===== src/rtl/hpwm_pkg.sv =====
// Shared defaults and the per-cell gate structure for the hybrid PWM generator.
package hpwm_pkg;
    localparam int PH_W_DEF   = 32;  // phase accumulator width
    localparam int Q_BITS_DEF = 8;   // quarter-wave table address bits
    localparam int AMP_W_DEF  = 12;  // table and carrier amplitude width
    localparam int MI_W_DEF   = 9;   // modulation index width
    localparam int STEP_W_DEF = 12;  // carrier step width
    localparam int CELLS      = 2;   // five-level topology: two bridges

    // Gates of one bridge, packed so that the left upper switch is bit 0.
    typedef struct packed {
        logic r_lo;
        logic r_hi;
        logic l_lo;
        logic l_hi;
    } bridge_gates_t;
endpackage


===== src/rtl/hpwm_phase_acc.sv =====
// Phase accumulator for the fundamental reference.
// Adds the step every cycle and flags the carry out, which marks a period start.
// Assumes the step is held stable by the caller between wraps.
module hpwm_phase_acc #(
    parameter int PH_W  = 32,
    parameter int TOP_W = 10
) (
    input  logic              clk,
    input  logic              rst_n,
    input  logic [PH_W-1:0]   step_i,
    output logic [TOP_W-1:0]  ph_top_o,
    output logic              wrap_o
);
    logic [PH_W-1:0] acc;
    logic [PH_W:0]   nxt;

    assign nxt      = {1'b0, acc} + {1'b0, step_i};
    assign wrap_o   = nxt[PH_W];
    assign ph_top_o = acc[PH_W-1 -: TOP_W];

    // Advance the phase by one step.
    always_ff @(posedge clk) begin
        if (!rst_n) acc <= '0;
        else        acc <= nxt[PH_W-1:0];
    end
endmodule


===== src/rtl/hpwm_cycle_ctrl.sv =====
// Period-rate control: the sequential pulse, the stream-swap select, and the
// parameter capture strobe. Assumes wrap_i is a single-cycle pulse per period.
module hpwm_cycle_ctrl (
    input  logic clk,
    input  logic rst_n,
    input  logic wrap_i,
    output logic seq_o,
    output logic swap_o,
    output logic load_o
);
    logic armed;

    assign load_o = ~armed | wrap_i;

    // Toggle the sequential pulse each period; toggle swap each second period.
    always_ff @(posedge clk) begin
        if (!rst_n) begin
            armed  <= 1'b0;
            seq_o  <= 1'b0;
            swap_o <= 1'b0;
        end else begin
            armed <= 1'b1;
            if (wrap_i) begin
                seq_o <= ~seq_o;
                if (seq_o) swap_o <= ~swap_o;
            end
        end
    end
endmodule


===== src/rtl/hpwm_sine_ref.sv =====
// Rectified sine reference. A quarter-wave table is filled at elaboration
// from a cubic approximation, mirrored over the half period, then scaled by
// the modulation index (2^(MI_W-1) is unity and gives a peak of two amplitudes).
// Assumes ph_i carries the top Q_BITS+2 bits of the phase.
module hpwm_sine_ref #(
    parameter int Q_BITS = 8,
    parameter int AMP_W  = 12,
    parameter int MI_W   = 9,
    localparam int REF_W = AMP_W + 2
) (
    input  logic [Q_BITS+1:0] ph_i,
    input  logic [MI_W-1:0]   mi_i,
    output logic [REF_W-1:0]  ref_o,
    output logic              pos_o
);
    localparam int QN      = 1 << Q_BITS;
    localparam int AMP_MAX = (1 << AMP_W) - 1;
    localparam int SHIFT   = MI_W - 2;

    // Table value for index idx: t*(3-t^2)/2 with t sampled at bin centres.
    function automatic logic [AMP_W-1:0] quarter_val(input int idx);
        longint n;
        longint u;
        longint num;
        longint den;
        n   = longint'(QN) * 2;
        u   = 2 * longint'(idx) + 1;
        num = longint'(AMP_MAX) * u * (3 * n * n - u * u);
        den = 2 * n * n * n;
        return AMP_W'(num / den);
    endfunction

    logic [AMP_W-1:0]      lut [QN];
    logic [Q_BITS-1:0]     addr;
    logic [AMP_W-1:0]      mag;
    logic [AMP_W+MI_W-1:0] prod;

    for (genvar i = 0; i < QN; i++) begin : g_lut
        assign lut[i] = quarter_val(i);
    end

    // Mirror the address in the falling quarter, then scale.
    always_comb begin
        addr  = ph_i[Q_BITS] ? ~ph_i[Q_BITS-1:0] : ph_i[Q_BITS-1:0];
        mag   = lut[addr];
        prod  = (AMP_W+MI_W)'(mag) * (AMP_W+MI_W)'(mi_i);
        ref_o = REF_W'(prod >> SHIFT);
        pos_o = ~ph_i[Q_BITS+1];
    end
endmodule


===== src/rtl/hpwm_apod_carrier.sv =====
// Triangular carrier between 0 and full scale, plus two comparisons: the
// lower stream against the triangle, and the upper stream against a carrier
// raised by one amplitude and running in opposite phase.
// Assumes the step is no wider than the amplitude.
module hpwm_apod_carrier #(
    parameter int AMP_W  = 12,
    parameter int STEP_W = 12,
    localparam int REF_W = AMP_W + 2
) (
    input  logic              clk,
    input  logic              rst_n,
    input  logic [STEP_W-1:0] step_i,
    input  logic [REF_W-1:0]  ref_i,
    output logic              pwm_lo_o,
    output logic              pwm_hi_o
);
    localparam int PEAK = (1 << AMP_W) - 1;

    logic [AMP_W-1:0] tri_cnt;
    logic             rising;
    logic [AMP_W:0]   up_sum;
    logic [REF_W-1:0] car_lo;
    logic [REF_W-1:0] car_hi;

    assign up_sum = {1'b0, tri_cnt} + (AMP_W+1)'(step_i);

    // Up/down count, clamping at either end and reversing there.
    always_ff @(posedge clk) begin
        if (!rst_n) begin
            tri_cnt <= '0;
            rising  <= 1'b1;
        end else if (rising) begin
            if (up_sum >= (AMP_W+1)'(PEAK)) begin
                tri_cnt <= AMP_W'(PEAK);
                rising  <= 1'b0;
            end else begin
                tri_cnt <= up_sum[AMP_W-1:0];
            end
        end else begin
            if ({1'b0, tri_cnt} <= (AMP_W+1)'(step_i)) begin
                tri_cnt <= '0;
                rising  <= 1'b1;
            end else begin
                tri_cnt <= tri_cnt - AMP_W'(step_i);
            end
        end
    end

    // Compare the reference against both stacked carriers.
    always_comb begin
        car_lo   = REF_W'(tri_cnt);
        car_hi   = REF_W'(2 * PEAK) - REF_W'(tri_cnt);
        pwm_lo_o = ref_i > car_lo;
        pwm_hi_o = ref_i > car_hi;
    end
endmodule


===== src/rtl/hpwm_cell_gate.sv =====
// Gate logic of one bridge: polarity from the fundamental pulse, the resting
// zero state from the sequential pulse, active state from the PWM bit.
// Purely combinational; legs are always complementary.
module hpwm_cell_gate
    import hpwm_pkg::*;
(
    input  logic          seq_i,
    input  logic          pos_i,
    input  logic          pwm_i,
    output bridge_gates_t gates_o
);
    // Pick the leg that carries the PWM; the other rests at the seq level.
    always_comb begin
        gates_o.l_hi = pos_i ? (seq_i | pwm_i)  : (seq_i & ~pwm_i);
        gates_o.r_hi = pos_i ? (seq_i & ~pwm_i) : (seq_i | pwm_i);
        gates_o.l_lo = ~gates_o.l_hi;
        gates_o.r_lo = ~gates_o.r_hi;
    end
endmodule


===== src/rtl/hpwm_gate_gen.sv =====
// Top of the hybrid PWM gate generator for a two-bridge five-level inverter.
// Captures its settings at each period start, builds the reference and the
// stacked carriers, rotates the two streams between bridges, and registers
// the eight gates. Dead time is added downstream.
module hpwm_gate_gen
    import hpwm_pkg::*;
#(
    parameter int PH_W   = PH_W_DEF,
    parameter int Q_BITS = Q_BITS_DEF,
    parameter int AMP_W  = AMP_W_DEF,
    parameter int MI_W   = MI_W_DEF,
    parameter int STEP_W = STEP_W_DEF,
    localparam int GATE_W = 4 * CELLS
) (
    input  logic              clk,
    input  logic              rst_n,
    input  logic [PH_W-1:0]   ftw_i,
    input  logic [STEP_W-1:0] ctw_i,
    input  logic [MI_W-1:0]   mod_idx_i,
    output logic [GATE_W-1:0] gate_o
);
    localparam int TOP_W = Q_BITS + 2;
    localparam int REF_W = AMP_W + 2;
    localparam logic [GATE_W-1:0] GATE_SAFE = {CELLS{4'b1010}};

    logic [PH_W-1:0]   ftw_q;
    logic [STEP_W-1:0] ctw_q;
    logic [MI_W-1:0]   mi_q;
    logic [TOP_W-1:0]  ph_top;
    logic              wrap;
    logic              seq;
    logic              swap;
    logic              load;
    logic [REF_W-1:0]  ref_mag;
    logic              pos_half;
    logic              pwm_lo;
    logic              pwm_hi;
    logic [1:0]        pwm_set;
    logic [GATE_W-1:0] gate_d;

    hpwm_phase_acc #(.PH_W(PH_W), .TOP_W(TOP_W)) u_acc (
        .clk(clk), .rst_n(rst_n), .step_i(ftw_q),
        .ph_top_o(ph_top), .wrap_o(wrap)
    );

    hpwm_cycle_ctrl u_ctrl (
        .clk(clk), .rst_n(rst_n), .wrap_i(wrap),
        .seq_o(seq), .swap_o(swap), .load_o(load)
    );

    // Capture the settings only at a period start or just after reset.
    always_ff @(posedge clk) begin
        if (!rst_n) begin
            ftw_q <= '0;
            ctw_q <= '0;
            mi_q  <= '0;
        end else if (load) begin
            ftw_q <= ftw_i;
            ctw_q <= ctw_i;
            mi_q  <= mod_idx_i;
        end
    end

    hpwm_sine_ref #(.Q_BITS(Q_BITS), .AMP_W(AMP_W), .MI_W(MI_W)) u_ref (
        .ph_i(ph_top), .mi_i(mi_q), .ref_o(ref_mag), .pos_o(pos_half)
    );

    hpwm_apod_carrier #(.AMP_W(AMP_W), .STEP_W(STEP_W)) u_car (
        .clk(clk), .rst_n(rst_n), .step_i(ctw_q), .ref_i(ref_mag),
        .pwm_lo_o(pwm_lo), .pwm_hi_o(pwm_hi)
    );

    assign pwm_set = {pwm_hi, pwm_lo};

    for (genvar k = 0; k < CELLS; k++) begin : g_cell
        localparam logic K1 = 1'(k);
        bridge_gates_t cell_gates;
        hpwm_cell_gate u_gate (
            .seq_i(seq), .pos_i(pos_half), .pwm_i(pwm_set[K1 ^ swap]),
            .gates_o(cell_gates)
        );
        assign gate_d[4*k +: 4] = cell_gates;
    end

    // Register the gates; reset holds every lower switch on.
    always_ff @(posedge clk) begin
        if (!rst_n) gate_o <= GATE_SAFE;
        else        gate_o <= gate_d;
    end
endmodule


===== config.mk =====
export PLATFORM = sky130hd
export DESIGN_NAME = hpwm_gate_gen
export DESIGN_NICKNAME = d
export VERILOG_FILES = /design/src/rtl/hpwm_pkg.sv /design/src/rtl/hpwm_phase_acc.sv /design/src/rtl/hpwm_cycle_ctrl.sv /design/src/rtl/hpwm_sine_ref.sv /design/src/rtl/hpwm_apod_carrier.sv /design/src/rtl/hpwm_cell_gate.sv /design/src/rtl/hpwm_gate_gen.sv
export SDC_FILE = /design/constraint.sdc
export NUM_CORES = 1
export LEC_CHECK = 0
export ABC_CLOCK_PERIOD_IN_PS = 15600
export CORE_MARGIN = 3
export CORE_UTILIZATION = 35
export DETAILED_ROUTE_END_ITERATION = 12
export PLACE_DENSITY = 0.62
export SKIP_CTS_REPAIR_TIMING = 1
export SYNTH_ARGS = -nofsm -noshare
export SYNTH_HDL_FRONTEND = slang
export SYNTH_SLANG_ARGS = --single-unit

===== constraint.sdc =====
create_clock -name clk -period 15.6 [get_ports clk]
set_input_delay 2.34 -clock clk [delete_from_list [all_inputs] [get_ports clk]]
set_output_delay 2.34 -clock clk [all_outputs]
set_load 0.01 [all_outputs]

==> impl_metrics.toml <==
[sta]
finalSetupViolations = 0
hold_violations = 0
min_period_ns = 10.93
min_period_over_period_pct = 70.09
setup_tns_ns = 0
slew_viol_final = 0
relSlewSlack_pct = 15.87
max_clock_freq_mhz = 91.46
worst_pin_slew_ns = 1.259
fin_skew_ns = 0.01356
rsz0062_at_grt = "no"

[hold_path]
holdPathStages = 2
hold_path_end = "ftw_q[0]"
timing.hold.worst.class = "flop to flop"
hp-start = "ftw_q[0]"

[yosys]
ys_warn_count = 0
synthAdderAreaFrac_pct = 18.59
synth_top_family_by_area = "compound AO/OA/AOI/OAI gates"
syn_inst = 2201
syn_avg_cell_area_um2 = 7.203
ys_async_sr_fraction_pct = 0
synth.distinct_cells = 103
yosys.area.top_type = "dfxtp_1"
synth_area_mm2 = 0.01585
ys.flop_type = "dfxtp_1"
synthMuxAreaShare_pct = 1.413
synth_compound_area_share_pct = 29.92
synth_top_area_share_pct = 13.76
synth-edff-count = 0
syn_nets = 2447
synth_seq_cells = 109
synthTopCellsByArea = "dfxtp_1 14%, ha_1 9.3%, fa_1 9.2%"
synthSimpleGateAreaFrac_pct = 23.38
yosysSeqAreaShare_pct = 13.76
synthTopCellsByCount = "227 x nand2_1, 202 x o21ai_0, 186 x a21oi_1, 155 x inv_1, 134 x nor2_1"
synth-xor-area-share_pct = 3.978
synth.most_common_cell = "nand2_1"

[power]
p_leak_uw = 0.007064
p_per_area_mw_per_mm2 = 124.6
peakVddDrop_mv = 0.06351
p_total_uw = 2120

[critical_path]
cpMaxStageDelayCell = "dfxtp_4"
rr_startpoint = "u_acc.acc[30]"
crit_family = "compound AO/OA/AOI/OAI gates"
r2r_cells = 30
worst-path-stages = 30
end_kind = "flop"
worst_ep_arrival_time_ns = 11.18
required_ns = 15.85
r2r-end = "gate_o[5]"
reg2reg_slack_ns = 4.67
crit_type = "flop to flop"
start_kind = "flop"
cpPeakStageDelay_ns = 0.85
path_common_cell = "fa_1"
worst-path-buf-inv = 4
crit_fanout = 67

[drt]
first_pass_iters = 6
drtIter0Drc = 2382
dr_wl_met3_um = 7344
wl_per_cell_um = 23.16
drcViolationCount = 0
drtAntennaViolNets = 0
dr_wl_met2_um = 26420
viasPerCell = 6.289
wl_met1_um = 26460
wl_um = 63290
dr_total_vias = 17182
route.top_layer_used = "met4"

[floorplan]
ioPinCount = 63
die_w_um = 218.8
die_h_um = 218.8
start_util_pct = 35.62
core_region_area_mm2 = 0.04451
rows = 77
fp.dieArea_mm2 = 0.04789

[clock_tree]
root_buffer = "clkbuf_16"
clk_path_buf_depth = 2
clkLatencyLatePin_ns = 0.36
cts.sinks = 109
htree_num_levels = 3
cts_tree = "yes"
clkTransAtPathRegs_ns = 0.08
cts_inserted_buffers = 9

[placement]
globalplace.congestion = 1.037
dp_hpwl_um = 45390
portBuffers = 62

[global_route]
grt_max_degree = 107
grt.overflow.total = 0
grt_pass1_vias = 16210
grt_pass1_wl_um = 96740
track_usage_pct = 25.80
antenna_found_initial = 0

[flow_run]
maxCapViolations = 0

[finish]
seq_area_mm2 = 0.002197
layout-drive-gt1-share_pct = 5.140
n_antenna_cell = 0
layout.nets = 2381
synthToLayoutAreaGrowth_pct = 7.300
multiInputGateArea_mm2 = 0.01227
nFillCells = 4688

[outcome]
status = "finished clean"
worst register-to-register path, delay by kind of cell, from the launching register on:
family | cells | cell delay, ns
AO/OA/AOI/OAI | 12 | 3.54
adder cells (fa/ha/maj) | 6 | 2.73
AND/OR/NAND/NOR | 7 | 2.61
flip-flops | 1 | 0.85
buffers and inverters | 4 | 0.79
multiplexers | 1 | 0.32
flip-flops by register name, summed over array words and instances, names as in the netlist:
register,count
u_ctrl.armed,1
u_ctrl.swap_o,1
mi_q,9
u_car.tri_cnt,12
u_ctrl.seq_o,1
u_acc.acc,32
u_car.rising,1
ftw_q,32
ctw_q,12
gate_o,8
cell families (layout without fill, tap and decap cells):
family / after synthesis / count (layout)
and+or+nand+nor: 744 / 744
AOI/OAI and AO/OA: 732 / 732
buffers and inverters: 333 / 272
adders and majority gates: 192 / 192
DFF: 109 / 109
xor gates and xnor gates: 72 / 72
muxes: 19 / 19
cell type report:
| class | instances | share of cell area, % |
|---|---|---|
| clock buffers | 9 | 1.324 |
| clock inverters | 7 | 0.5884 |
| inverters | 159 | 3.508 |
| multi-input cells | 1759 | 72.13 |
| flip-flops and latches | 109 | 12.92 |
| well taps | 592 | 4.354 |
| repair buffers | 97 | 5.178 |
through the flow:
step / hold slack, ns / util (%) / cell area (um^2) / std cells / setup slack (ns)
finish: 0.4774 / 38.22 / 17010 / 2732 / 4.666
global route: 0.5161 / 38.22 / 17010 / 2732 / 4.315
CTS: 0.4807 / 38.22 / 17010 / 2732 / 4.890
detailed placement: 0.4700 / 37.49 / 16690 / 2716 / 4.900
global placement: 0.4618 / 37.49 / 16690 / 2716 / 5.099
floorplan: 0.4508 / - / 15850 / 2201 / 6.528
how the worst max path moves through the flow:
| stage | slack [ns] | from | endpoint |
|---|---|---|---|
| finish | 4.67 | u_acc.acc[30] | gate_o[5] |
| global placement | 5.10 | u_acc.acc[30] | gate_o[7] |
| CTS | 4.89 | u_acc.acc[30] | gate_o[7] |
| detailed placement | 4.90 | u_acc.acc[30] | gate_o[7] |
| floorplan | 6.53 | u_acc.acc[24] | gate_o[5] |
| global route | 4.31 | u_acc.acc[30] | gate_o[7] |
cell usage in the layout (no fill, tap or decap), types with 61 or more instances in the layout:
master,instances
dfxtp_1,103
o21ai_0,202
nand3_1,93
inv_1,155
and2_1,86
nor2_1,134
clkdlybuf4s50_1,61
nand2_1,227
fa_1,73
a21oi_1,186
ha_1,118
metal layers:
metal	up-vias	global-route usage [%]
li1	7725	-
met1	8176	35.94
met2	1065	37.70
met3	216	6.106
met4	0	11.62
met5	-	0
power by group:
| group | leakage [uW] | internal, uW | switching, uW |
|---|---|---|---|
| combinational | 0.00600 | 552 | 950 |
| sequential | 0.000901 | 310 | 56.5 |
| clock | 0.000160 | 131 | 120 |
Power figures use the tool's default switching activity.
